<file path="src/rtl/regcmd_pkg.sv">
package regcmd_pkg;

    localparam int WORD_W = 32;

    typedef enum logic [2:0] {
        OPC_NONE  = 3'd0,
        OPC_READ  = 3'd1,
        OPC_WRITE = 3'd2,
        OPC_AND   = 3'd3,
        OPC_OR    = 3'd4,
        OPC_XOR   = 3'd5
    } opc_e;

    typedef enum logic [3:0] {
        ST_OPCODE,
        ST_COUNT,
        ST_ADDR,
        ST_PAYLOAD,
        ST_DRAIN,
        ST_RD_ISSUE,
        ST_RD_LAST,
        ST_WR,
        ST_RMW_RD,
        ST_RMW_WR,
        ST_ECHO,
        ST_DATA
    } state_e;

    function automatic logic opc_known(input logic [WORD_W-1:0] w);
        return (w >= 32'd1) && (w <= 32'd5);
    endfunction

endpackage

</file>
<file path="src/rtl/regcmd_wordbuf.sv">
module regcmd_wordbuf #(
    parameter int DEPTH = 16,
    parameter int W     = 32,
    localparam int IW   = (DEPTH > 1) ? $clog2(DEPTH) : 1
) (
    input  logic          clk,
    input  logic          we,
    input  logic [IW-1:0] waddr,
    input  logic [W-1:0]  wdata,
    input  logic [IW-1:0] raddr,
    output logic [W-1:0]  rdata
);

    logic [W-1:0] ent [DEPTH];

    for (genvar g = 0; g < DEPTH; g++) begin : g_ent
        always_ff @(posedge clk) begin
            if (we && (waddr == IW'(g))) begin
                ent[g] <= wdata;
            end
        end
    end

    assign rdata = ent[raddr];

endmodule

</file>
<file path="src/rtl/regcmd_combine.sv">
module regcmd_combine
    import regcmd_pkg::*;
#(
    parameter int W = 32
) (
    input  opc_e         op,
    input  logic [W-1:0] cur,
    input  logic [W-1:0] mask,
    output logic [W-1:0] res
);

    always_comb begin
        unique case (op)
            OPC_AND: res = cur & mask;
            OPC_OR:  res = cur | mask;
            OPC_XOR: res = cur ^ mask;
            default: res = mask;
        endcase
    end

endmodule

</file>
<file path="src/rtl/regcmd_engine.sv">
module regcmd_engine
    import regcmd_pkg::*;
#(
    parameter int AW    = 16,
    parameter int MAX_N = 16
) (
    input  logic              clk,
    input  logic              rst_n,
    input  logic [WORD_W-1:0] in_data,
    input  logic              in_valid,
    input  logic              in_last,
    output logic              in_ready,
    output logic [WORD_W-1:0] out_data,
    output logic              out_valid,
    output logic              out_last,
    input  logic              out_ready,
    output logic [AW-1:0]     bus_addr,
    output logic              bus_rd_en,
    input  logic [WORD_W-1:0] bus_rd_data,
    output logic              bus_wr_en,
    output logic [WORD_W-1:0] bus_wr_data
);

    localparam int IW = (MAX_N > 1) ? $clog2(MAX_N) : 1;
    localparam int CW = $clog2(MAX_N + 1);

    state_e            state, state_d;
    opc_e              op;
    logic              op_bad, too_big, fail;
    logic [CW-1:0]     cnt;
    logic [IW-1:0]     idx;
    logic [WORD_W-1:0] addr_word;
    logic              cap_vld;
    logic [IW-1:0]     cap_idx;

    logic              in_fire, out_fire;
    logic              last_idx, hdr_err, need_pl, echo_last;
    state_e            exec_st;
    logic [WORD_W-1:0] buf_rdata, buf_wdata, rmw_val;
    logic [IW-1:0]     buf_waddr;
    logic              buf_we;

    assign in_fire   = in_valid && in_ready;
    assign out_fire  = out_valid && out_ready;
    assign last_idx  = (CW'(idx) == (cnt - CW'(1)));
    assign hdr_err   = op_bad || too_big;
    assign need_pl   = (op != OPC_READ) && (cnt != '0);
    assign echo_last = fail || (op != OPC_READ) || (cnt == '0);

    // first execution state for the latched command
    always_comb begin
        if (cnt == '0) begin
            exec_st = ST_ECHO;
        end else begin
            unique case (op)
                OPC_READ:  exec_st = ST_RD_ISSUE;
                OPC_WRITE: exec_st = ST_WR;
                default:   exec_st = ST_RMW_RD;
            endcase
        end
    end

    // payload store: filled by intake, or by read capture
    assign buf_we    = ((state == ST_PAYLOAD) && in_fire) || cap_vld;
    assign buf_waddr = cap_vld ? cap_idx : idx;
    assign buf_wdata = cap_vld ? bus_rd_data : in_data;

    regcmd_wordbuf #(.DEPTH(MAX_N), .W(WORD_W)) u_buf (
        .clk   (clk),
        .we    (buf_we),
        .waddr (buf_waddr),
        .wdata (buf_wdata),
        .raddr (idx),
        .rdata (buf_rdata)
    );

    regcmd_combine #(.W(WORD_W)) u_comb (
        .op   (op),
        .cur  (bus_rd_data),
        .mask (buf_rdata),
        .res  (rmw_val)
    );

    // next-state logic
    always_comb begin
        state_d = state;
        unique case (state)
            ST_OPCODE: if (in_fire) state_d = in_last ? ST_ECHO : ST_COUNT;
            ST_COUNT:  if (in_fire) state_d = in_last ? ST_ECHO : ST_ADDR;
            ST_ADDR: begin
                if (in_fire) begin
                    if (in_last)      state_d = (hdr_err || need_pl) ? ST_ECHO : exec_st;
                    else if (hdr_err) state_d = ST_DRAIN;
                    else if (need_pl) state_d = ST_PAYLOAD;
                    else              state_d = ST_DRAIN;
                end
            end
            ST_PAYLOAD: begin
                if (in_fire) begin
                    if (last_idx)     state_d = in_last ? exec_st : ST_DRAIN;
                    else if (in_last) state_d = ST_ECHO;
                end
            end
            ST_DRAIN:    if (in_fire && in_last) state_d = fail ? ST_ECHO : exec_st;
            ST_RD_ISSUE: if (last_idx) state_d = ST_RD_LAST;
            ST_RD_LAST:  state_d = ST_ECHO;
            ST_WR:       if (last_idx) state_d = ST_ECHO;
            ST_RMW_RD:   state_d = ST_RMW_WR;
            ST_RMW_WR:   state_d = last_idx ? ST_ECHO : ST_RMW_RD;
            ST_ECHO:     if (out_fire) state_d = echo_last ? ST_OPCODE : ST_DATA;
            ST_DATA:     if (out_fire && last_idx) state_d = ST_OPCODE;
            default:     state_d = ST_OPCODE;
        endcase
    end

    // state register
    always_ff @(posedge clk) begin
        if (!rst_n) state <= ST_OPCODE;
        else        state <= state_d;
    end

    // command and index registers
    always_ff @(posedge clk) begin
        if (!rst_n) begin
            op        <= OPC_NONE;
            op_bad    <= 1'b0;
            too_big   <= 1'b0;
            fail      <= 1'b0;
            cnt       <= '0;
            idx       <= '0;
            addr_word <= '0;
            cap_vld   <= 1'b0;
            cap_idx   <= '0;
        end else begin
            cap_vld <= (state == ST_RD_ISSUE);
            cap_idx <= idx;
            unique case (state)
                ST_OPCODE: begin
                    idx <= '0;
                    if (in_fire) begin
                        op        <= opc_known(in_data) ? opc_e'(in_data[2:0]) : OPC_NONE;
                        op_bad    <= !opc_known(in_data);
                        too_big   <= 1'b0;
                        fail      <= in_last;
                        cnt       <= '0;
                        addr_word <= '0;
                    end
                end
                ST_COUNT: begin
                    if (in_fire) begin
                        too_big <= (in_data > WORD_W'(MAX_N));
                        cnt     <= (in_data > WORD_W'(MAX_N)) ? '0 : in_data[CW-1:0];
                        fail    <= in_last;
                    end
                end
                ST_ADDR: begin
                    if (in_fire) begin
                        addr_word <= in_data;
                        fail      <= hdr_err || (in_last && need_pl);
                    end
                end
                ST_PAYLOAD: begin
                    if (in_fire) begin
                        idx <= last_idx ? '0 : idx + IW'(1);
                        if (!last_idx && in_last) fail <= 1'b1;
                    end
                end
                ST_RD_ISSUE, ST_WR, ST_RMW_WR: begin
                    if (!last_idx) idx <= idx + IW'(1);
                end
                ST_ECHO: idx <= '0;
                ST_DATA: if (out_fire) idx <= idx + IW'(1);
                default: ;
            endcase
        end
    end

    // outputs
    always_comb begin
        in_ready    = 1'b0;
        out_valid   = 1'b0;
        out_last    = 1'b0;
        out_data    = buf_rdata;
        bus_rd_en   = 1'b0;
        bus_wr_en   = 1'b0;
        bus_wr_data = buf_rdata;
        bus_addr    = addr_word[AW-1:0] + AW'(idx);
        unique case (state)
            ST_OPCODE, ST_COUNT, ST_ADDR, ST_PAYLOAD, ST_DRAIN: in_ready = 1'b1;
            ST_RD_ISSUE: bus_rd_en = 1'b1;
            ST_RD_LAST:  ;
            ST_WR:       bus_wr_en = 1'b1;
            ST_RMW_RD:   bus_rd_en = 1'b1;
            ST_RMW_WR: begin
                bus_wr_en   = 1'b1;
                bus_wr_data = rmw_val;
            end
            ST_ECHO: begin
                out_valid = 1'b1;
                out_last  = echo_last;
                out_data  = {fail, addr_word[WORD_W-2:0]};
            end
            ST_DATA: begin
                out_valid = 1'b1;
                out_last  = last_idx;
            end
            default: ;
        endcase
    end

endmodule

</file>
<file path="config.mk">
export PLATFORM = sky130hd
export DESIGN_NAME = regcmd_engine
export DESIGN_NICKNAME = d
export VERILOG_FILES = /design/src/rtl/regcmd_pkg.sv /design/src/rtl/regcmd_wordbuf.sv /design/src/rtl/regcmd_combine.sv /design/src/rtl/regcmd_engine.sv
export SDC_FILE = /design/constraint.sdc
export NUM_CORES = 1
export LEC_CHECK = 0
export BUFFER_PORTS_ARGS = -buffer_cell sky130_fd_sc_hd__buf_4
export CORE_MARGIN = 2
export CORE_UTILIZATION = 40
export DETAILED_ROUTE_END_ITERATION = 8
export SYNTH_ARGS = -nofsm -noshare
export SYNTH_HDL_FRONTEND = slang
export SYNTH_SLANG_ARGS = --single-unit
</file>
<file path="constraint.sdc">
create_clock -name clk -period 3.6 [get_ports clk]
set_input_delay 0.72 -clock clk [delete_from_list [all_inputs] [get_ports clk]]
set_output_delay 0.72 -clock clk [all_outputs]
set_load 0.005 [all_outputs]
</file>
==> results of run 1 <==
Yosys cell counts, drive strengths merged (5+ instances only):
library cell | n | area [sq um]
a21oi | 78 | 390
a22o | 36 | 315
a22oi | 39 | 293
a31oi | 5 | 31.3
buf | 39 | 221
clkbuf | 54 | 203
dfxtp | 59 | 1180
edfxtp | 512 | 15400
ha | 70 | 876
inv | 82 | 308
mux2 | 32 | 360
mux4 | 160 | 3600
nand2 | 52 | 195
nand2b | 13 | 81.3
nand3 | 13 | 65.1
nand4 | 8 | 50.1
nor2 | 108 | 405
nor2b | 48 | 300
nor3 | 11 | 55.1
nor4 | 8 | 65.1
o21ai | 47 | 235
xnor2 | 16 | 140
xor2 | 5 | 43.8
state kept, by name (all words and copies together) (netlist names), named ones only:
| name | cells |
|---|---|
| addr_word | 31 |
| cap_idx | 4 |
| cap_vld | 1 |
| cnt | 5 |
| fail | 1 |
| idx | 4 |
| op | 3 |
| op_bad | 1 |
| state | 4 |
| too_big | 1 |
| u_buf.ent | 512 |
worst paths after layout:
path	depth (start not counted)	to	slack, ns
worst min-delay path	3	addr_word[5]	0.38
worst max-delay path	10	bus_wr_data[10]	-0.50
worst max register to register	7	u_buf.ent[9][6]	0.75
worst min register to register	2	too_big	0.51
power by group through the flow:
stage	Clock, W	Combinational (W)	Sequential [W]
floorplan	0	0.00225	0.00745
global placement	0	0.00348	0.00751
detailed placement	0	0.00354	0.00751
CTS	0.00596	0.00423	0.00736
global route	0.00621	0.00477	0.00737
finish	0.00585	0.00444	0.00737
metal layers:
layer / vias to the layer above / global-route usage / part of all wire
met5: - / 0 / 0
met4: 0 / 0.0590 / 0.026
met3: 116 / 0.0372 / 0.073
met2: 605 / 0.325 / 0.47
met1: 7938 / 0.303 / 0.43
li1: 6548 / - / -
final cells by class:
class | instances | area, sq um | share of cell area
inverters | 83 | 315 | 0.0102
clock buffers | 69 | 1460 | 0.0471
repair buffers | 281 | 2790 | 0.0901
well taps | 846 | 1060 | 0.0342
multi-input cells | 800 | 8410 | 0.271
clock inverters | 36 | 372 | 0.0120
flip-flops and latches | 571 | 16600 | 0.535
per-stage QoR:
stage	hold WS [ns]	TNS (ns)	setup slack, ns
2_1_floorplan	0.449	0	0.437
3_3_place_gp	0.474	0	0.124
3_5_place_dp	0.486	0	0.107
4_1_cts	0.353	-15.50	-0.528
5_1_grt	0.372	-19.34	-0.615
6_report	0.383	-14.75	-0.504
placed cells by master, fill, tap and decap left out, types with 49 or more instances in the layout:
master / count
edfxtp_1: 512
nor2_1: 90
nand2_1: 52
dfxtp_1: 52
buf_4: 212
mux4_2: 160
ha_1: 55
clkbuf_16: 58
inv_1: 49
a21oi_1: 57
cells by family (layout without fill, tap and decap cells):
family                   after synthesis  in the layout  synth area share
adder cells (fa/ha/maj)               71             71            0.0355
AO/OA/AOI/OAI                        235            235            0.0603
flip-flops                           571            571             0.656
XOR/XNOR                              21             21           0.00729
AND/OR/NAND/NOR                      279            279            0.0537
buffers and inverters                176            469            0.0292
multiplexers                         194            194             0.158
worst max-delay path, delay by kind of cell, from the launching register on:
kind / cells / cell delay (ns)
AO/OA/AOI/OAI: 3 / 0.44
multiplexers: 2 / 1.11
flip-flops: 1 / 0.39
buffers and inverters: 4 / 0.59
adder cells (fa/ha/maj): 1 / 0.22
what timing repair did:
| item | CTS | global route |
|---|---|---|
| cloned | 7 | 2 |
| gates resized for setup | 74 | 64 |
| pin swaps | 29 | 22 |
| endpoints found under the setup margin | 46 | 64 |
| buffers inserted | 41 | 22 |
==> results.yml, run 1 <==
synth:
  syn_area_per_cell_sq_um: 16.3
  ys_seq_elements: 571
  ys_warn_count: 0
  synth_nets: 1687
  netlist_instances: 1547
  synth-main-ff-cell: "edfxtp_1"
  ys_seq_area_frac: 0.656
  synth_area_sq_um: 25200
  synthDistinctLibCells: 60
  synth_edf_count: 512
  async_flop_share: 0
clock_network:
  tritoncts: "yes"
  cts.sinks: 571
  clk_latency_ns: 0.63
  cts-htree-levels: 2
  clk_path_buf_depth: 3
  cts_made_buffers: 56
  root_buffer: "clkbuf_16"
  cts.clk_slew.worst_paths_ns: 0.07
  hold_buffers: 0
floorplanning:
  initial_core_util: 0.402
  core_sq_um: 62700
  die_area_sq_um: 65100
  die_width_um: 255
  rows: 92
  die_y_um: 255
  pin_count: 154
power_and_ir_drop:
  swShare: 0.262
  p_seq_frac: 0.417
  worst_ir_drop_vdd_v: 0.000347
  p_per_area_nw_per_um2: 570
  total_power_w: 0.0177
  pwr-share-clk: 0.331
  p_int_w: 0.0130
  power.switching_w: 0.00462
  leakage_nw: 10.3
  p_comb_frac: 0.252
critical_path:
  path_max_fanout: 7
  worstSetupStartpointType: "flop"
  critPathCaptureType: "output port"
  cp.required_ns: 2.88
  path_class: "reg2out"
  critPathArrivalTime_ns: 3.38
  cp_slowest_cell: "mux4_2"
  worst_r2r_startpoint: "state[2]"
  critPathMaxStageDelay_ns: 0.61
  cp_cell_sequence: "buf_4 > buf_16 > mux4_2 > mux4_2 > inv_2 > ha_1 > a22o_1 > a21oi_1 > a21oi_1 > buf_4"
routing:
  drt_iter0_drc: 1599
  detail-route-antenna-nets: 0
  remaining_drc_errors: 0
  vias_per_cell: 5.66
  dr.pass1.iters: 5
  avgRoutedWirePerCell_um: 25.6
  wl_um: 68800
  vias: 15207
grt:
  grt_usage: 0.209
  antenna_found_initial: 0
  grt_remaining_overflow: 0
  grt_pass1_vias: 14967
  grt_pass1_wl_um: 99100
  grt_max_degree: 55
placed_design:
  gp_congestion: 0.858
  hpwl_um: 41500
  dpl.cell_count: 2523
  dpl_cell_area_sq_um: 28000
  portBuffers: 153
cells_and_area:
  syn2layout_area_growth_pct: 22.8
  final_cells: 2686
  final_core_util: 0.494
  drive_gt1_frac: 0.367
  finalNetCount: 1933
  stdcell_area_sq_um: 31000
  fill_cells: 5172
  antenna_cells: 0
run_status:
  violations: "setup timing"
  status: "finished with violations"
worst_hold_path:
  hp-class: "in2reg"
  min-delay-start: "in_data[5]"
sta:
  drv_slew: 0
  period_needed_ns: 4.10
  fmax_mhz: 244
  hold_violations: 0
  fin_ws_ns: -0.504
  slew_headroom: 0.311
  period_share: 1.14
  clock_skew_ns: 0.0298
  setup_violations: 39
  rsz0062_at_grt: "yes"
  tightest_slew_ns: 1.03
job:
  drv_cap: 0
(Power assumes the default switching activity.)
==> run 2, diff against run 1 <==
- CTS_BUF_LIST: unset -> sky130_fd_sc_hd__clkbuf_4 sky130_fd_sc_hd__clkbuf_8
- CTS_CLUSTER_SIZE: unset -> 40
- SLEW_MARGIN: unset -> 20
==> results.yml, run 2 (synthesis results as in run 1) <==
sta:
  setup_violations: 54
  tightest_slew_ns: 1.03
  fin_ws_ns: -0.609
  rsz0062_at_grt: "yes"
  clock_skew_ns: 0.0432
  fmax_mhz: 238
  period_needed_ns: 4.21
  period_share: 1.17
  slew_headroom: 0.310
  drv_slew: 0
  hold_violations: 0
routing:
  vias_per_cell: 5.57
  detail-route-antenna-nets: 0
  vias: 15235
  avgRoutedWirePerCell_um: 25.2
  dr.pass1.iters: 5
  wl_um: 69000
  drt_iter0_drc: 1507
  remaining_drc_errors: 0
cells_and_area:
  final_cells: 2736
  top_regs: "u_buf.ent (512), addr_word (31), cnt (5)"
  mostFrequentLayoutCells: "edfxtp_1 (512), buf_4 (221), mux4_2 (160)"
  finalNetCount: 1962
  top_register: "u_buf.ent"
  syn2layout_area_growth_pct: 21.6
  largest_reg_flops: 512
  final_core_util: 0.489
  final_common_cell: "edfxtp_1"
  drive_gt1_frac: 0.382
power_and_ir_drop:
  leakage_nw: 10.3
  worst_ir_drop_vdd_v: 0.000258
  p_per_area_nw_per_um2: 552
floorplanning:
  die_area_sq_um: 65100
  initial_core_util: 0.402
  die_width_um: 255
  pin_count: 154
  core_sq_um: 62700
  die_y_um: 255
  rows: 92
placed_design:
  hpwl_um: 41500
  gp_congestion: 0.858
  dpl.cell_count: 2523
  dp_worst_setup_slack_ns: 0.107
  portBuffers: 153
grt:
  grt_remaining_overflow: 0
  grt_max_degree: 55
  grt_pass1_wl_um: 98400
  grt_pass1_vias: 15092
  grt_usage: 0.209
  antenna_found_initial: 1
critical_path:
  cp.required_ns: 2.88
  critPathArrivalTime_ns: 3.49
  worstSetupStartpointType: "flop"
  path_class: "reg2out"
  critPathCaptureType: "output port"
  path_max_fanout: 8
clock_network:
  cts_made_buffers: 88
  hold_buffers: 0
  root_buffer: "clkbuf_8"
  cts.sinks: 571
  clk_latency_ns: 0.70
  cts.clk_slew.worst_paths_ns: 0.06
  tritoncts: "yes"
  clk_path_buf_depth: 3
  cts-htree-levels: 3
run_status:
  violations: "setup timing"
  status: "finished with violations"
job:
  drv_cap: 0
worst_hold_path:
  hp-class: "in2reg"
-- run 2: through the flow --
stage / power [W] / setup TNS, ns / hold WS, ns / cell area, sq um
2_1_floorplan: 0.00970 / 0 / 0.449 / 25200
3_3_place_gp: 0.0110 / 0 / 0.474 / 28000
3_5_place_dp: 0.0110 / 0 / 0.486 / 28000
4_1_cts: 0.0167 / -20.69 / 0.267 / 30100
5_1_grt: 0.0176 / -24.76 / 0.307 / 30700
6_report: 0.0169 / -19.03 / 0.318 / 30700
-- run 2: what timing repair did --
item,CTS,global route
cloned,4,7
setup buffers,19,32
resized for setup,60,62
pin swaps,12,37
setup endpoints to repair,68,72
-- run 2: power by group --
group | switching [W] | total [W] | leakage, nW | internal, W
Sequential | 0.0000764 | 0.00736 | 5.08 | 0.00728
Combinational | 0.00198 | 0.00429 | 4.33 | 0.00231
Clock | 0.00251 | 0.00528 | 0.898 | 0.00277
-- run 2: final cells by class --
| type | count | area (sq um) |
|---|---|---|
| antenna | 1 | 2.50 |
| clock buffer | 123 | 1500 |
| clock inverter | 34 | 205 |
| fill | 5255 | 32100 |
| inverter | 83 | 318 |
| multi-input combinational | 800 | 8330 |
| sequential | 571 | 16600 |
| tap | 846 | 1060 |
| timing repair buffer | 278 | 2690 |
-- run 2: worst max-delay path, cell delays in order (launching register included) --
cell,delay (ns)
dfxtp_4,0.40
buf_12,0.13
buf_12,0.13
buf_16,0.15
mux4_2,0.50
mux4_2,0.58
inv_2,0.11
ha_4,0.19
a22o_1,0.24
a21oi_2,0.15
a21oi_2,0.07
buf_4,0.14
-- run 2: worst paths after layout --
kind | slack [ns] | endpoint | cells after the start | startpoint
setup / recovery | -0.61 | bus_wr_data[22] | 11 | flop
hold / removal | 0.32 | addr_word[28] | 3 | in_data[28]
setup reg to reg | 0.71 | u_buf.ent[11][29] | 7 | state[2]
hold reg to reg | 0.50 | too_big | 2 | too_big
-- run 2: routing by layer --
layer	up-vias	wire [um]	part of all wire	GRT usage
met5	-	0	0	0
met3	91	4940	0.072	0.0423
met1	7945	30100	0.44	0.297
met4	0	1510	0.022	0.0708
met2	582	32400	0.47	0.324
li1	6617	-	-	-
